## src/rtl/lfo_mod_pkg.sv

```systemverilog
package lfo_mod_pkg;

   // Right-shift applied to the AM depth for sensitivity codes 1..3
   function automatic logic [1:0] sens_to_shift(input logic [1:0] sens);
      case (sens)
         2'd1:    return 2'd3;
         2'd2:    return 2'd1;
         default: return 2'd0;
      endcase
   endfunction

endpackage

```

## src/rtl/lfo_phase_acc.sv

```systemverilog
module lfo_phase_acc #(
   parameter int CNT_W  = 32,
   parameter int FRAC_W = 16,
   parameter int IDX_W  = 7,
   parameter int PM_SH  = 2
) (
   input  logic             clk,
   input  logic             rst_n,
   input  logic             en,
   input  logic [CNT_W-1:0] inc,
   output logic [IDX_W-1:0] idx_nxt,
   output logic             idx_chg,
   output logic             pm_chg
);
   localparam int PM_W = IDX_W - PM_SH;

   logic [CNT_W-1:0] cnt_q;
   logic [CNT_W-1:0] cnt_sum;
   logic [IDX_W-1:0] idx_cur;
   logic [PM_W-1:0]  q_cur, q_nxt;

   assign cnt_sum = cnt_q + inc;
   assign idx_cur = cnt_q[FRAC_W +: IDX_W];
   assign idx_nxt = cnt_sum[FRAC_W +: IDX_W];
   assign q_cur   = idx_cur[IDX_W-1:PM_SH];
   assign q_nxt   = idx_nxt[IDX_W-1:PM_SH];
   assign idx_chg = en && (idx_nxt != idx_cur);
   assign pm_chg  = en && (q_nxt != q_cur);

   always_ff @(posedge clk) begin
      if (!rst_n)  cnt_q <= '0;
      else if (en) cnt_q <= cnt_sum;
   end


   hold_cnt_chk: assert property (@(posedge clk) disable iff (!rst_n)
      !en |=> $stable(cnt_q));


   pm_implies_idx_chk: assert property (@(posedge clk) disable iff (!rst_n)
      pm_chg |-> idx_chg);

endmodule

```

## src/rtl/lfo_wave_gen.sv

```systemverilog
module lfo_wave_gen #(
   parameter int IDX_W = 7,
   parameter int PM_SH = 2
) (
   input  logic                   clk,
   input  logic                   rst_n,
   input  logic                   en,
   input  logic [IDX_W-1:0]       idx_nxt,
   input  logic                   idx_chg,
   input  logic                   pm_chg,
   output logic [IDX_W-1:0]       am,
   output logic [IDX_W-PM_SH-1:0] pm
);
   localparam int HALF_W = IDX_W - 1;

   logic [HALF_W-1:0] fold;

   // Rising half for the upper index range, mirrored for the lower range
   assign fold = idx_nxt[IDX_W-1] ? idx_nxt[HALF_W-1:0] : ~idx_nxt[HALF_W-1:0];

   always_ff @(posedge clk) begin
      if (!rst_n || !en) begin
         am <= '0;
         pm <= '0;
      end else begin
         if (idx_chg) am <= {fold, 1'b0};
         if (pm_chg)  pm <= idx_nxt[IDX_W-1:PM_SH];
      end
   end


   am_hold_chk: assert property (@(posedge clk) disable iff (!rst_n)
      (en && !idx_chg) |=> $stable(am));


   pm_hold_chk: assert property (@(posedge clk) disable iff (!rst_n)
      (en && !pm_chg) |=> $stable(pm));


   off_zero_chk: assert property (@(posedge clk) disable iff (!rst_n)
      !en |=> (am == '0 && pm == '0));


   am_even_chk: assert property (@(posedge clk) disable iff (!rst_n)
      am[0] == 1'b0);

endmodule

```

## src/rtl/lfo_am_apply.sv

```systemverilog
module lfo_am_apply
   import lfo_mod_pkg::*;
#(
   parameter int AM_W  = 7,
   parameter int ATT_W = 10
) (
   input  logic             en,
   input  logic             mask_bit,
   input  logic [1:0]       sens,
   input  logic [AM_W-1:0]  am,
   input  logic [ATT_W-1:0] att_in,
   output logic [ATT_W:0]   att_out
);
   logic [AM_W-1:0] amt;
   logic [ATT_W:0]  sum;

   always_comb begin
      if (en && mask_bit && sens != 2'd0) amt = am >> sens_to_shift(sens);
      else                                amt = '0;
   end

   assign sum     = {1'b0, att_in} + (ATT_W+1)'(amt);
   assign att_out = {sum[ATT_W:1], 1'b0};

endmodule

```

## src/rtl/lfo_mod_gen.sv

```systemverilog
module lfo_mod_gen #(
   parameter int CNT_W  = 32,
   parameter int FRAC_W = 16,
   parameter int IDX_W  = 7,
   parameter int PM_SH  = 2,
   parameter int NOPS   = 4,
   parameter int ATT_W  = 10
) (
   input  logic                      clk,
   input  logic                      rst_n,
   input  logic                      lfo_en,
   input  logic [CNT_W-1:0]          lfo_inc,
   input  logic [1:0]                am_sens,
   input  logic [NOPS-1:0]           am_mask,
   input  logic [NOPS*ATT_W-1:0]     att_in,
   output logic [IDX_W-1:0]          am_val,
   output logic [IDX_W-PM_SH-1:0]    pm_step,
   output logic [NOPS*(ATT_W+1)-1:0] att_out
);
   localparam int OUT_W = ATT_W + 1;
   localparam int AM_MAX = (1 << IDX_W) - 2;

   if (FRAC_W + IDX_W > CNT_W) begin : g_bad_cnt
      $error("index field does not fit in the counter");
   end
   if (IDX_W < 3 || PM_SH < 1 || PM_SH >= IDX_W) begin : g_bad_idx
      $error("index width or PM shift out of range");
   end
   if (IDX_W > OUT_W) begin : g_bad_att
      $error("attenuation too narrow for AM depth");
   end

   logic [IDX_W-1:0] idx_nxt;
   logic             idx_chg, pm_chg;

   lfo_phase_acc #(.CNT_W(CNT_W), .FRAC_W(FRAC_W), .IDX_W(IDX_W), .PM_SH(PM_SH)) u_acc (
      .clk     (clk),
      .rst_n   (rst_n),
      .en      (lfo_en),
      .inc     (lfo_inc),
      .idx_nxt (idx_nxt),
      .idx_chg (idx_chg),
      .pm_chg  (pm_chg)
   );

   lfo_wave_gen #(.IDX_W(IDX_W), .PM_SH(PM_SH)) u_wave (
      .clk     (clk),
      .rst_n   (rst_n),
      .en      (lfo_en),
      .idx_nxt (idx_nxt),
      .idx_chg (idx_chg),
      .pm_chg  (pm_chg),
      .am      (am_val),
      .pm      (pm_step)
   );

   for (genvar g = 0; g < NOPS; g++) begin : g_op
      logic [ATT_W-1:0] a_in;
      logic [OUT_W-1:0] a_out;

      assign a_in = att_in[g*ATT_W +: ATT_W];

      lfo_am_apply #(.AM_W(IDX_W), .ATT_W(ATT_W)) u_apply (
         .en       (lfo_en),
         .mask_bit (am_mask[g]),
         .sens     (am_sens),
         .am       (am_val),
         .att_in   (a_in),
         .att_out  (a_out)
      );

      assign att_out[g*OUT_W +: OUT_W] = a_out;


      pass_thru_chk: assert property (@(posedge clk) disable iff (!rst_n)
         (!lfo_en || !am_mask[g]) |-> (a_out[OUT_W-1:1] == {1'b0, a_in[ATT_W-1:1]}));


      lsb_clear_chk: assert property (@(posedge clk) disable iff (!rst_n)
         a_out[0] == 1'b0);


      am_bound_chk: assert property (@(posedge clk) disable iff (!rst_n)
         (a_out >= {1'b0, a_in[ATT_W-1:1], 1'b0}) &&
         (a_out <= {1'b0, a_in} + OUT_W'(AM_MAX)));
   end


   reset_zero_chk: assert property (@(posedge clk)
      $past(!rst_n) |-> (am_val == '0 && pm_step == '0));

endmodule

```

## config.mk

```make
export PLATFORM = sky130hd
export DESIGN_NAME = lfo_mod_gen
export DESIGN_NICKNAME = d
export VERILOG_FILES = /design/src/rtl/lfo_mod_pkg.sv /design/src/rtl/lfo_phase_acc.sv /design/src/rtl/lfo_wave_gen.sv /design/src/rtl/lfo_am_apply.sv /design/src/rtl/lfo_mod_gen.sv
export SDC_FILE = /design/constraint.sdc
export NUM_CORES = 1
export LEC_CHECK = 0
export CAP_MARGIN = 0
export CORE_ASPECT_RATIO = 1.1
export CORE_MARGIN = 2
export CORE_UTILIZATION = 40
export CTS_BUF_LIST = sky130_fd_sc_hd__clkbuf_8
export CTS_CLUSTER_SIZE = 30
export DETAILED_ROUTE_END_ITERATION = 8
export PLACE_DENSITY_LB_ADDON = 0.08
export RECOVER_POWER = 50
export SLEW_MARGIN = 15
export SYNTH_ARGS = -nofsm -noshare
export SYNTH_HDL_FRONTEND = slang
export SYNTH_HIERARCHICAL = 1
export SYNTH_SLANG_ARGS = --single-unit
export TNS_END_PERCENT = 10
```

## constraint.sdc

```tcl
create_clock -name clk -period 3.8 [get_ports clk]
set_input_delay 0.57 -clock clk [delete_from_list [all_inputs] [get_ports clk]]
set_output_delay 0.57 -clock clk [all_outputs]
set_load 0.02 [all_outputs]
```

==> tab_implementation.tex <==
\begin{tabular}{lr}
\hline
Metric & Value \\
\hline
\multicolumn{2}{l}{\textbf{Outcome}} \\
Status & completed \\
\multicolumn{2}{l}{\textbf{Yosys}} \\
Count of different cell masters after synthesis & 72 \\
Average instance area after synthesis & 7.96 sq um \\
Warning count from the yosys run & 6 \\
Number of register bits inferred by synthesis & 34 \\
Post-synth ARST share & 0 \\
Main flop type after synthesis & sky130\_fd\_sc\_hd\_\_dfxtp\_1 \\
Netlist area before placement & 5350 sq um \\
Nets in the synthesized netlist & 812 \\
Number of enable flip-flop cells after synthesis & 0 \\
Seq/Total Area, Yosys & 0.127 \\
Synthesized netlist cell count & 672 \\
\multicolumn{2}{l}{\textbf{STA}} \\
Max Clock Skew & 0.00617 ns \\
Setup TNS & 0 ns \\
Top achievable clock speed & 265 MHz \\
Post-route fraction of the period consumed by the critical path & 0.995 \\
Relative slew slack & 0.571 \\
Worst-margin pin slew & 0.643 ns \\
Count of final max-slew check failures & 0 \\
Shortest clock period the worst path allows after layout & 3.78 ns \\
Final critical-path setup slack & 0.0194 ns \\
Hold Vio Cnt, Final & 0 \\
Unrepaired setup endpoints after global routing & yes \\
Setup violations, final & 0 \\
\multicolumn{2}{l}{\textbf{Layout}} \\
Number of filler cells placed in the layout & 1196 \\
Sequential cell area & 681 sq um \\
Ant diodes & 0 \\
Net count of the finished layout & 1027 \\
Post-synthesis to final-layout area growth & 44.5\% \\
Layout Cells excl Fill & 1049 \\
Share of layout cells above drive strength 1 & 0.244 \\
Area of the multi-input gates & 4590 sq um \\
\multicolumn{2}{l}{\textbf{Routing}} \\
Average routed wire per standard cell & 14.7 um \\
DRT antenna net count & 0 \\
Vias per inst & 5.48 \\
Initial DRC Count & 217 \\
Number of vias in the routed layout & 5747 \\
Final routed wirelength across all metal layers & 15.4 mm \\
Remaining routing DRC violations & 0 \\
First-pass detailed-route iteration total & 5 \\
\multicolumn{2}{l}{\textbf{Worst setup path}} \\
Endpoint class of the critical path & output port \\
Slowest stage cell, crit path & sky130\_fd\_sc\_hd\_\_or4\_1 \\
Critical Path, Cell by Cell & clkbuf\_4 > inv\_2 > ha\_4 > buf\_6 > and2b\_1 > a211oi\_2 > a211o\_1 > inv\_1 > ha\_1 > and4\_1 > and4\_4 > or4\_1 > and3\_1 > buf\_2 \\
Kind of start point of the critical path & input port \\
Worst EP required & 3.23 ns \\
Signal arrival time at the worst endpoint & 3.21 ns \\
Critical path's largest stage delay & 0.45 ns \\
Worst Reg-to-Reg Cells & 12 \\
Class of the most critical setup path & input port to output port \\
Maximum fanout along the worst path & 7 \\
\multicolumn{2}{l}{\textbf{Die}} \\
Initial Utilization & 0.406 \\
Die boundary width & 114 um \\
Die outline height & 125 um \\
Floorplan core area & 13200 sq um \\
Cell Rows & 44 \\
\# IOs & 137 \\
Die Area & 14300 sq um \\
\multicolumn{2}{l}{\textbf{Clock network}} \\
Clk Tree Root Cell & sky130\_fd\_sc\_hd\_\_clkbuf\_8 \\
Num CTS Buffers & 5 \\
Max Buffers Root-to-Sink & 2 \\
Clock insertion delay at the later pin of the skew report & 0.29 ns \\
H-tree levels & 2 \\
Clock transition time at the flip-flop clock pins of the worst setup and hold paths & 0.07 ns \\
CTS tree & yes \\
Num Clock Sinks & 34 \\
\multicolumn{2}{l}{\textbf{Placement}} \\
Pre-CTS WS & -1.08 ns \\
Post-detailed-placement half-perimeter wirelength & 12.4 mm \\
Buffers on Ports & 122 \\
Gp weighted congestion & 0.902 \\
Cell count after placement & 1037 \\
\multicolumn{2}{l}{\textbf{GRT}} \\
Overall track demand over capacity in global routing & 0.212 \\
Number of global-route vias before repair & 5817 \\
Global-route congestion overflow total & 0 \\
Number of antenna violations at the first check in global routing & 0 \\
Maximum number of pins on one net before global-route repair & 30 \\
Wire length of the first global-routing pass & 25.6 mm \\
\multicolumn{2}{l}{\textbf{Run}} \\
Max-cap violations & 0 \\
\multicolumn{2}{l}{\textbf{Power and ir drop}} \\
Leak pwr & 3.47 nW \\
PwrDens & 263 nW/um\^{}2 \\
Maximum vdd drop & 0.226 mV \\
\multicolumn{2}{l}{\textbf{Worst hold path}} \\
Cells on Worst Hold Path & 2 \\
Type of the worst min-delay path & flop to flop \\
\hline
\end{tabular}
-- critical path: cells and delay by family --
kind,cells,cell delay [ns]
AO/OA/AOI/OAI,2,0.33
adder cells (fa/ha/maj),2,0.56
buffers and inverters,5,0.52
AND/OR/NAND/NOR,5,1.21
-- stage by stage --
| step | util | cell area (sq um) | hold slack (ns) | power, mW |
|---|---|---|---|---|
| final | 0.587 | 7730 | 0.490 | 2.04 |
| after detailed placement | 0.563 | 7410 | 0.480 | 1.74 |
| after CTS | 0.575 | 7570 | 0.499 | 2.02 |
| after floorplan | - | 5350 | 0.457 | 1.32 |
| after global routing | 0.587 | 7730 | 0.506 | 2.20 |
| after global placement | 0.563 | 7410 | 0.464 | 1.71 |
-- layout make-up --
class                      count  area share
tap                          161      0.0261
clock inverter                 2     0.00113
inverter                      37      0.0180
timing repair buffer         241       0.263
sequential                    34      0.0881
multi-input combinational    568       0.593
clock buffer                   6      0.0107
-- per-layer routing --
metal,track usage,up-vias,routed length [um]
met1,0.241,2709,6330
li1,-,2896,-
met4,0.0502,0,229
met3,0.0175,20,536
met5,0,-,0
met2,0.417,122,8330
-- Yosys cell counts (4+ instances only) --
library cell,count,area share
sky130_fd_sc_hd__a211o_1,4,0.0066
sky130_fd_sc_hd__a211oi_1,11,0.015
sky130_fd_sc_hd__a21o_1,13,0.018
sky130_fd_sc_hd__a21oi_1,37,0.035
sky130_fd_sc_hd__a21oi_2,7,0.011
sky130_fd_sc_hd__a311oi_1,4,0.0066
sky130_fd_sc_hd__a31oi_1,7,0.0082
sky130_fd_sc_hd__and2_1,10,0.012
sky130_fd_sc_hd__and3_1,17,0.020
sky130_fd_sc_hd__and4_1,4,0.0066
sky130_fd_sc_hd__buf_4,14,0.020
sky130_fd_sc_hd__buf_6,5,0.011
sky130_fd_sc_hd__clkbuf_1,11,0.0077
sky130_fd_sc_hd__conb_1,5,0.0035
sky130_fd_sc_hd__dfxtp_1,34,0.13
sky130_fd_sc_hd__fa_1,5,0.019
sky130_fd_sc_hd__ha_1,54,0.13
sky130_fd_sc_hd__inv_1,37,0.026
sky130_fd_sc_hd__mux2i_1,33,0.062
sky130_fd_sc_hd__mux4_1,4,0.020
sky130_fd_sc_hd__mux4_2,4,0.017
sky130_fd_sc_hd__nand2_1,52,0.037
sky130_fd_sc_hd__nand2b_1,15,0.018
sky130_fd_sc_hd__nand3_1,18,0.017
sky130_fd_sc_hd__nand3b_1,9,0.013
sky130_fd_sc_hd__nor2_1,42,0.029
sky130_fd_sc_hd__nor2b_1,29,0.034
sky130_fd_sc_hd__nor3_1,26,0.024
sky130_fd_sc_hd__nor4b_1,4,0.0066
sky130_fd_sc_hd__o211ai_1,9,0.013
sky130_fd_sc_hd__o21a_1,8,0.011
sky130_fd_sc_hd__o21ai_0,19,0.018
sky130_fd_sc_hd__o22ai_1,7,0.0082
sky130_fd_sc_hd__o311ai_0,6,0.0098
sky130_fd_sc_hd__xnor2_1,22,0.036
sky130_fd_sc_hd__xor2_1,21,0.034
-- what timing repair did --
action | in CTS | in global routing
setup endpoints to repair | 40 | 38
hold buffers | 0 | 0
endpoints found under the hold margin | 0 | 0
pin swaps | 6 | 9
setup buffers | 1 | 3
resized for setup | 117 | 61
-- cells in the final DEF, fill, tap and decap left out, types with 8 or more instances in the layout --
cell | synthesis | routed
sky130_fd_sc_hd__mux2i_1 | 33 | 28
sky130_fd_sc_hd__xor2_1 | 21 | 21
sky130_fd_sc_hd__a21oi_1 | 37 | 35
sky130_fd_sc_hd__xnor2_1 | 22 | 22
sky130_fd_sc_hd__buf_2 | 1 | 11
sky130_fd_sc_hd__and3_1 | 17 | 17
sky130_fd_sc_hd__nor2b_1 | 29 | 29
sky130_fd_sc_hd__ha_1 | 54 | 41
sky130_fd_sc_hd__o211ai_1 | 9 | 9
sky130_fd_sc_hd__nor2_1 | 42 | 42
sky130_fd_sc_hd__inv_1 | 37 | 33
sky130_fd_sc_hd__buf_4 | 14 | 120
sky130_fd_sc_hd__dfxtp_1 | 34 | 34
sky130_fd_sc_hd__a21oi_2 | 7 | 9
sky130_fd_sc_hd__nand2b_1 | 15 | 15
sky130_fd_sc_hd__nand3b_1 | 9 | 9
sky130_fd_sc_hd__nand3_1 | 18 | 18
sky130_fd_sc_hd__o21ai_0 | 19 | 16
sky130_fd_sc_hd__o21a_1 | 8 | 8
sky130_fd_sc_hd__and2_1 | 10 | 9
sky130_fd_sc_hd__dlygate4sd2_1 | 0 | 8
sky130_fd_sc_hd__clkdlybuf4s50_1 | 0 | 79
sky130_fd_sc_hd__nor3_1 | 26 | 26
sky130_fd_sc_hd__ha_4 | 0 | 12
sky130_fd_sc_hd__nand2_1 | 52 | 52
sky130_fd_sc_hd__a21o_1 | 13 | 13
-- power breakdown --
group          switching, mW  internal (mW)
registers             0.0595          0.410
logic                  0.649          0.642
clock network          0.133          0.143
-- worst paths after layout --
check | start | to | slack (ns)
worst max-delay path | am_sens[1] | att_out[7] | 0.02
worst min-delay path | u_wave/pm[0] | u_wave/pm[0] | 0.49
worst max register to register | u_acc/cnt_q[0] | u_wave/am[2] | 0.57
worst min register to register | u_wave/pm[0] | u_wave/pm[0] | 0.49
-- logic make-up (layout without fill, tap and decap cells) --
kind of cell,count (synthesis),in the layout,synth area share
flip-flops,34,34,0.127
buffers and inverters,70,286,0.0662
multiplexers,41,41,0.0983
AND/OR/NAND/NOR,251,251,0.255
other,5,5,0.00351
XOR/XNOR,46,46,0.0824
AO/OA/AOI/OAI,166,166,0.222
adder cells (fa/ha/maj),59,59,0.145
-- flip-flops by register name, summed over array words and instances, names as in the netlist --
signal       cells
u_acc/cnt_q     23
u_wave/pm        5
u_wave/am        6
Note: power is estimated with default switching activity, not from simulation.
